File: src/rtl/th_pkg.sv
package th_pkg;
  typedef enum logic {
    PAM2 = 1'b0,
    PAM4 = 1'b1
  } pam_mode_e;

  // odd signal level in symbol units, -3..+3
  typedef logic signed [2:0] level_t;

  localparam int LANES = 2;
endpackage

File: src/rtl/th_mapper.sv
module th_mapper
  import th_pkg::*;
(
  input  logic [1:0] code,
  input  pam_mode_e  mode,
  output level_t     lvl
);
  always_comb begin
    if (mode == PAM4) begin
      unique case (code)
        2'b00:   lvl = -3'sd3;
        2'b01:   lvl = -3'sd1;
        2'b11:   lvl = 3'sd1;
        default: lvl = 3'sd3;
      endcase
    end else begin
      lvl = code[0] ? 3'sd1 : -3'sd1;
    end
  end

  logic unused_code_hi;
  assign unused_code_hi = code[1] & (mode == PAM2);
endmodule

File: src/rtl/th_tap_sum.sv
module th_tap_sum #(
  parameter int CNT = 2,
  parameter int CW  = 6,
  parameter int XW  = 8,
  parameter int AW  = 19
) (
  input  logic signed [CW-1:0] wt  [CNT],
  input  logic signed [XW-1:0] smp [CNT],
  output logic signed [AW-1:0] sum
);
  logic signed [AW-1:0] term [CNT];

  for (genvar k = 0; k < CNT; k++) begin : g_term
    assign term[k] = AW'(wt[k]) * AW'(smp[k]);
  end

  always_comb begin
    sum = '0;
    for (int k = 0; k < CNT; k++) sum = sum + term[k];
  end
endmodule

File: src/rtl/th_wrap_lane.sv
module th_wrap_lane
  import th_pkg::*;
#(
  parameter int CW = 6,
  parameter int AW = 19
) (
  input  level_t               lvl,
  input  pam_mode_e            mode,
  input  logic signed [AW-1:0] acc,
  output logic signed [CW+1:0] x
);
  localparam int FB = CW - 1;
  localparam int SH = 2 * FB;

  logic signed [AW-1:0] diff;

  assign diff = (AW'(lvl) <<< SH) - acc;

  // the wrap keeps the low bits of the window, the floor drops FB fraction bits
  always_comb begin
    if (mode == PAM4) x = diff[SH+2:SH-FB];
    else              x = {diff[SH+1], diff[SH+1:SH-FB]};
  end

  logic unused_bits;
  assign unused_bits = ^{diff[AW-1:SH+3], diff[SH-FB-1:0]};
endmodule

File: src/rtl/th_precoder.sv
module th_precoder
  import th_pkg::*;
#(
  parameter int NTAP = 8,  // at least 4
  parameter int CW   = 6
) (
  input  logic                          clk,
  input  logic                          rst,
  input  logic                          pam4,
  input  logic                          cfg_we,
  input  logic [$clog2(NTAP)-1:0]       cfg_addr,
  input  logic [CW-1:0]                 cfg_wdata,
  input  logic                          in_valid,
  output logic                          in_ready,
  input  logic [2*LANES-1:0]            in_sym,
  output logic                          out_valid,
  input  logic                          out_ready,
  output logic signed [CW+1:0]          out_even,
  output logic signed [CW+1:0]          out_odd
);
  localparam int FB   = CW - 1;
  localparam int XW   = CW + 2;
  localparam int AW   = CW + XW + $clog2(NTAP) + 2;
  localparam int HD   = NTAP - 2;
  localparam int LIM2 = 1 << CW;

  pam_mode_e mode;
  logic      fire;

  assign mode     = pam_mode_e'(pam4);
  assign in_ready = !out_valid || out_ready;
  assign fire     = in_valid && in_ready;

  // tap weights, index 0 holds tap 1
  logic signed [CW-1:0] w_q [NTAP];

  always_ff @(posedge clk) begin
    if (rst) begin
      for (int k = 0; k < NTAP; k++) w_q[k] <= '0;
    end else if (cfg_we) begin
      w_q[cfg_addr] <= cfg_wdata;
    end
  end

  // level mapping per lane
  level_t lvl [LANES];

  for (genvar ln = 0; ln < LANES; ln++) begin : g_map
    th_mapper u_map (
      .code (in_sym[2*ln +: 2]),
      .mode (mode),
      .lvl  (lvl[ln])
    );
  end

  // history: hist_q[0] is the newest precoded symbol
  logic signed [XW-1:0] hist_q [HD];
  logic signed [AW-1:0] far_e_q, far_o_q;
  logic signed [AW-1:0] far_e_nx, far_o_nx;
  logic signed [AW-1:0] near_e, near_o;
  logic signed [AW-1:0] acc_e, acc_o;
  logic signed [XW-1:0] x_e, x_o;

  // near terms of the even lane: taps 1 and 2
  logic signed [CW-1:0] wn_e [2];
  logic signed [XW-1:0] sn_e [2];
  // near terms of the odd lane: taps 1..3, tap 1 on this beat's even result
  logic signed [CW-1:0] wn_o [3];
  logic signed [XW-1:0] sn_o [3];
  // far terms formed one beat ahead
  logic signed [CW-1:0] wf_e [NTAP-2];
  logic signed [XW-1:0] sf_e [NTAP-2];
  logic signed [CW-1:0] wf_o [NTAP-3];
  logic signed [XW-1:0] sf_o [NTAP-3];

  assign wn_e[0] = w_q[0];
  assign wn_e[1] = w_q[1];
  assign sn_e[0] = hist_q[0];
  assign sn_e[1] = hist_q[1];

  assign wn_o[0] = w_q[0];
  assign wn_o[1] = w_q[1];
  assign wn_o[2] = w_q[2];
  assign sn_o[0] = x_e;
  assign sn_o[1] = hist_q[0];
  assign sn_o[2] = hist_q[1];

  for (genvar j = 0; j < NTAP - 2; j++) begin : g_far_e
    assign wf_e[j] = w_q[j+2];
    assign sf_e[j] = hist_q[j];
  end

  for (genvar j = 0; j < NTAP - 3; j++) begin : g_far_o
    assign wf_o[j] = w_q[j+3];
    assign sf_o[j] = hist_q[j];
  end

  th_tap_sum #(.CNT(2), .CW(CW), .XW(XW), .AW(AW)) u_near_e (
    .wt (wn_e), .smp (sn_e), .sum (near_e)
  );

  th_tap_sum #(.CNT(3), .CW(CW), .XW(XW), .AW(AW)) u_near_o (
    .wt (wn_o), .smp (sn_o), .sum (near_o)
  );

  th_tap_sum #(.CNT(NTAP-2), .CW(CW), .XW(XW), .AW(AW)) u_far_e (
    .wt (wf_e), .smp (sf_e), .sum (far_e_nx)
  );

  th_tap_sum #(.CNT(NTAP-3), .CW(CW), .XW(XW), .AW(AW)) u_far_o (
    .wt (wf_o), .smp (sf_o), .sum (far_o_nx)
  );

  assign acc_e = far_e_q + near_e;
  assign acc_o = far_o_q + near_o;

  th_wrap_lane #(.CW(CW), .AW(AW)) u_lane_e (
    .lvl (lvl[0]), .mode (mode), .acc (acc_e), .x (x_e)
  );

  th_wrap_lane #(.CW(CW), .AW(AW)) u_lane_o (
    .lvl (lvl[1]), .mode (mode), .acc (acc_o), .x (x_o)
  );

  // state update on accepted beats only
  always_ff @(posedge clk) begin
    if (rst) begin
      for (int k = 0; k < HD; k++) hist_q[k] <= '0;
      far_e_q   <= '0;
      far_o_q   <= '0;
      out_valid <= 1'b0;
      out_even  <= '0;
      out_odd   <= '0;
    end else begin
      if (fire) begin
        hist_q[0] <= x_o;
        hist_q[1] <= x_e;
        for (int k = 2; k < HD; k++) hist_q[k] <= hist_q[k-2];
        far_e_q  <= far_e_nx;
        far_o_q  <= far_o_nx;
        out_even <= x_e;
        out_odd  <= x_o;
      end
      if (fire)           out_valid <= 1'b1;
      else if (out_ready) out_valid <= 1'b0;
    end
  end


  stall_hold_chk: assert property (@(posedge clk) disable iff (rst)
    out_valid && !out_ready |=> out_valid && $stable(out_even) && $stable(out_odd));


  accept_out_chk: assert property (@(posedge clk) disable iff (rst)
    fire |=> out_valid);


  reset_clear_chk: assert property (@(posedge clk) disable iff (rst)
    $past(rst) |-> !out_valid);


  bypass_even_chk: assert property (@(posedge clk) disable iff (rst)
    acc_e == '0 |-> x_e == (XW'(lvl[0]) <<< FB));


  range_two_chk: assert property (@(posedge clk) disable iff (rst)
    mode == PAM2 |-> (x_e >= -LIM2) && (x_e < LIM2) && (x_o >= -LIM2) && (x_o < LIM2));
endmodule

File: config.mk
export PLATFORM = sky130hd
export DESIGN_NAME = th_precoder
export DESIGN_NICKNAME = d
export VERILOG_FILES = /design/src/rtl/th_pkg.sv /design/src/rtl/th_mapper.sv /design/src/rtl/th_tap_sum.sv /design/src/rtl/th_wrap_lane.sv /design/src/rtl/th_precoder.sv
export SDC_FILE = /design/constraint.sdc
export NUM_CORES = 2
export LEC_CHECK = 0
export BUFFER_PORTS_ARGS = -buffer_cell sky130_fd_sc_hd__clkbuf_2
export CORE_AREA = 2 2 274 276
export CTS_BUF_LIST = sky130_fd_sc_hd__clkbuf_4 sky130_fd_sc_hd__clkbuf_8
export CTS_CLUSTER_DIAMETER = 200
export DETAILED_ROUTE_END_ITERATION = 7
export DIE_AREA = 0 0 276 278
export GPL_ROUTABILITY_DRIVEN = 0
export PLACE_DENSITY = 0.64
export SYNTH_ARGS = -nofsm -noshare
export SYNTH_HDL_FRONTEND = slang
export SYNTH_SLANG_ARGS = --single-unit
File: constraint.sdc
create_clock -name clk -period 32.6 [get_ports clk]
set_input_delay 1.63 -clock clk [delete_from_list [all_inputs] [get_ports clk]]
set_output_delay 1.63 -clock clk [all_outputs]
set_load 0.05 [all_outputs]
# Yosys cells after proc, flatten, opt, wreduce, memory -nomap -nowiden

Memory sizes are Yosys's and may differ from the RTL's.
Cells that the tools add are included.

Bits in registers: 43
RAM bits: 96
Input bits: 19
Output and inout port bits: 18
Logic and storage cells: 83
Memories: 2

Add/subtract/negate cells: 16
Multipliers: 16
Eq/ne operators: 4
Multiplexer cells: 27
Bitwise gates (word level): 6
Reductions and logical operators: 7

Memory list:

| name   | depth | bits a word | read ports | clocked after Yosys merged registers in | wr ports | RTL line          | RTL |
|---|---|---|---|---|---|---|---|
| hist_q | 6     | 8           | 6          | 0                                       | 6        | th_precoder.sv:57 | `logic signed [XW-1:0] hist_q [HD];` |
| w_q    | 8     | 6           | 8          | 0                                       | 8        | th_precoder.sv:35 | `logic signed [CW-1:0] w_q [NTAP];` |

Operator list:

| cell                                                            | number |
|---|---|
| 6-bit by 8-bit multiplier with 13-bit output                    | 16 |
| 13-bit adder                                                    | 14 |
| 8-bit two-way mux                                               | 8 |
| 13-bit subtractor                                               | 2 |
| 3-bit case mux with 3 select lines                              | 2 |
| 3-bit two-way mux                                               | 5 |
| 1-bit two-way mux                                               | 11 |
| 6-bit two-way mux                                               | 1 |
| 1-bit bitwise OR                                                | 6 |
| 6-bit OR reduction                                              | 1 |
| 2-bit by 1-bit == test with 1-bit output, second input constant | 2 |
| 2-bit == test, second input constant                            | 2 |
| 2-bit logical NOT                                               | 2 |
| 2-bit nonzero test                                              | 1 |
| 1-bit logical AND                                               | 1 |
| 1-bit logical NOT                                               | 1 |
| 1-bit logical OR                                                | 1 |

# Logic depth before layout (Yosys ltp)

Depth after elaboration: 12
Gate-level depth with buffers: 45
Gate-level depth less buffers: 43

# Cells and area by module

From an unflattened synthesis, not the netlist that was laid out.

Cell total of the unflattened synthesis: 4162
Area, all modules: 39887.0 um^2

Modules (own cells, without submodules):

| module                 | instances | cells each | area an instance (um^2) | seq. area each (um^2) |
|---|---|---|---|---|
| th_tap_sum at u_far_e  | 1         | 1315       | 12112.9                 | 0.0 |
| th_tap_sum at u_far_o  | 1         | 1099       | 10207.3                 | 0.0 |
| th_precoder            | 1         | 600        | 7099.3                  | 3983.8 |
| th_tap_sum at u_near_o | 1         | 655        | 6025.8                  | 0.0 |
| th_tap_sum at u_near_e | 1         | 423        | 3871.2                  | 0.0 |
| th_wrap_lane           | 2         | 30         | 241.5                   | 0.0 |
| th_mapper              | 2         | 5          | 43.8                    | 0.0 |

# Least setup slack after synthesis

Ideal clock, no wire load.

Path kind: reg2reg
From: memory w_q[0][0]
To: memory hist_q[0][7] (data pin)
Setup time: 149 ps
Arrival: 11537 ps
Data required time: 32451 ps
Slack: 20914 ps
Cell stages (with the launch flop): 44
Path buffers: 2
Period minus slack after synthesis: 11686 ps
Path through: edfxtp_1 -> buf_2 -> clkbuf_1 -> and2_1 -> fa_1 -> fa_1 -> inv_1 -> fa_1 -> fa_1 -> inv_1 -> fa_1 -> fa_1 -> inv_1 -> ha_1 -> a21bo_1 -> a211o_1 -> nand2_1 -> nand2_1 -> [8 not listed] -> inv_1 -> fa_1 -> inv_1 -> fa_1 -> inv_1 -> fa_1 -> inv_1 -> fa_1 -> inv_1 -> ha_1 -> and4_1 -> a221o_1 -> or4_1 -> a31oi_1 -> o21bai_1 -> a21oi_1 -> xnor3_1 -> a21oi_2

RTL lines:

| item            | RTL line |
|---|---|
| start, declared | th_precoder.sv:35 |
| end, declared   | th_precoder.sv:57 |

==> impl_metrics.csv <==
group,metric,value,unit
clock_tree,clockBufferDepth,2,
clock_tree,cts_htree_levels,4,
logic_synthesis,synth-seq-cells,139,
logic_synthesis,synth_top_family_by_area,"adder cells",
place,io_buffers,36,
global_route,grt_pass1_vias,23400,
die,boundaryPins,37,
sta,tns,0,ns
sta,setup_viol,0,
place,dp_hpwl,67300,um
logic_synthesis,synth_top_area_share,45.2,%
logic_synthesis,synthArstFlopShare,0,%
sta,skew,0.0298,ns
sta,rsz0062_at_grt,"no",
clock_tree,holdBufCountCts,0,
logic_synthesis,synth_edf_count,96,
logic_synthesis,synth_area_leader_cell,"fa_1",
finish,layout-drive-gt1-share,4.47,%
global_route,grt_pass1_wl,139000,um
sta,hold_viol_final,0,
drt,routedWlPerCell,20.2,um
setup_path,cp.buffers_inverters,9,
clock_tree,cts_root_buf,"clkbuf_8",
logic_synthesis,synth-seq-area-share,11.3,%
clock_tree,cts_resized,0,
logic_synthesis,ys_warn_count,0,
logic_synthesis,postSynthAreaPerCell,9.75,um^2
finish,area_growth,5.13,%
setup_path,max_stage_delay,0.72,ns
setup_path,crit_family,"adder cells",
die,core-area,0.0738,mm^2
logic_synthesis,synthFlopType,"edfxtp_1",
place,dp.cells,4313,
logic_synthesis,synth_cells,3385,
setup_path,startpoint_type,"register",
flow_run,cap_violations,0,
setup_path,required,33.04,ns
clock_tree,postCtsSetupRepairBufs,0,
finish,final-instance-count-excl-fill,4348,
global_route,grt_max_degree,49,
drt,drc,0,
setup_path,cp-end-kind,"register",
clock_tree,cts_sinks,139,
finish,nets,4397,
logic_synthesis,synthMuxAreaShare,0.136,%
logic_synthesis,synthAdderAreaFrac,55.4,%
die,die_y,278,um
clock_tree,cts_inserted_buffers,17,
logic_synthesis,synth_area_leaders,"fa_1, ha_1, inv_1",
clock_tree,path_clk_slew,0.11,ns
sta,layout_min_cycle_time,12.79,ns
die,initial_core_util,44.7,%
outcome,status,"finished, final reports clean",
sta,slew_violations,0,
logic_synthesis,synth-xor-area-share,4.71,%
setup_path,crit_type,"reg -> reg",
logic_synthesis,syn_area,0.0330,mm^2
drt,drtIter0Drc,1506,
die,die_area,0.0767,mm^2
sta,worst-slew-pin-transition,1.13,ns
logic_synthesis,synth_nets,4419,
setup_path,crit_top_cell,"fa_1",
logic_synthesis,yosysUniqueCellTypes,53,
finish,final_cell_area,0.0347,mm^2
setup_path,critPathArrivalTime,13.23,ns
finish,utilization,47.0,%
clock_tree,cts_tree,"done",
global_route,grt-ovfl-total,0,
global_route,antenna_found_initial,1,
die,die_width,276,um
clock_tree,clock_latency,0.59,ns
worst_hold_path,hp-class,"reg -> reg",
global_route,grt_use_total,24.3,%
setup_path,crit_path_top_delay_cell,"edfxtp_1",
logic_synthesis,synth_compound_area_share,2.15,%
sta,slew_headroom,24.7,%
die,rows,100,
setup_path,critical_path.max_fanout,20,
drt,wirelength,87900,um
drt,ant_nets,0,
logic_synthesis,synth_simple_gate_area_share,15.0,%
drt,route.vias.total,21800,
drt,dr.pass1.iters,5,
sta,fmax,78.2,MHz
drt,vias_per_cell,5.00,
sta,post-route-period-util,39.2,%
place,post_dp_cell_area,0.0343,mm^2
## layout make-up
cell class / count / area, um^2
inverter: 840 / 3150
sequential: 139 / 3740
clock inverter: 15 / 173
fill: 7022 / 39100
clock buffer: 17 / 234
antenna: 3 / 7.51
multi-input combinational: 2272 / 25600
tap: 969 / 1210
timing repair buffer: 93 / 608
## worst min-delay path: cells and delay by family, from the launching register on
kind / cells / cell delay (ns)
flip-flops: 1 / 0.32
AND/OR/NAND/NOR: 2 / 0.09
## synthesized netlist by cell type, types with 2 or more instances
master,count
and2_1,390
and2_2,3
nor2_2,2
o21ai_0,5
xnor3_1,2
fa_1,746
mux2i_1,3
edfxtp_1,96
nor2b_1,25
buf_2,2
ha_1,269
buf_6,3
nand2b_1,72
xnor2_1,143
nor2_1,50
a21oi_1,57
nor3_1,8
a21o_1,31
or2_2,10
inv_1,839
nand2_1,397
a31oi_1,2
a211oi_1,3
xor2_1,23
xnor2_2,2
dfxtp_1,43
buf_1,3
o21bai_1,6
nand3_1,4
clkbuf_1,123
## metrics by stage
stage / hold WS [ns] / setup slack [ns]
finish: 0.448 / 19.81
global route: 0.477 / 19.23
CTS: 0.451 / 19.88
detailed placement: 0.434 / 19.90
global placement: 0.433 / 20.08
floorplan: 0.436 / 20.91
## registers in the layout (all words and copies together), names as in the netlist
| name | flops |
|---|---|
| far_e_q | 13 |
| far_o_q | 13 |
| hist_q | 48 |
| out_even | 8 |
| out_odd | 8 |
| out_valid | 1 |
| w_q | 48 |
## cell usage in the layout, fill, tap and decap left out, drive strengths merged, types with 3 or more instances in the layout
cell	netlist	routed
a211oi	3	3
xnor2	145	145
xnor3	3	3
ha	269	269
diode	0	3
nand2b	72	72
nand2	397	397
or2	11	11
xor2	23	23
nor2b	26	26
a21oi	58	58
clkbuf	124	53
nor2	52	52
dfxtp	43	43
nor3	8	8
o21bai	6	6
inv	840	850
fa	746	746
and2	393	393
mux2i	3	3
buf	10	57
edfxtp	96	96
nand3	4	4
o21ai	5	5
a21o	31	31
## path summary, 6_finish.rpt
check | end | slack [ns] | cells past startpoint | start
worst max-delay path | hist_q[0][7] | 19.81 | 41 | w_q[0][0]
worst min-delay path | out_odd[6] | 0.45 | 2 | out_odd[6]
worst max register to register | hist_q[0][7] | 19.81 | 41 | w_q[0][0]
worst min register to register | out_odd[6] | 0.45 | 2 | out_odd[6]
## kinds of logic after synthesis
logic type | count (synthesis)
AOI/OAI and AO/OA | 112
xor gates and xnor gates | 171
adders and majority gates | 1015
buffers and inverters | 974
DFF | 139
muxes | 4
and+or+nand+nor | 970
## per-layer routing
layer | vias up | global-route usage, % | part of all wire (%)
li1 | 9713 | - | -
met1 | 11100 | 34.1 | 43
met2 | 825 | 37.9 | 46
met3 | 129 | 4.72 | 7.5
met4 | 0 | 8.17 | 3.4
met5 | - | 0 | 0
Power is left out: the tool's default activity adds up to more than one toggle a clock period on the data nets, which glitch-free logic cannot reach.
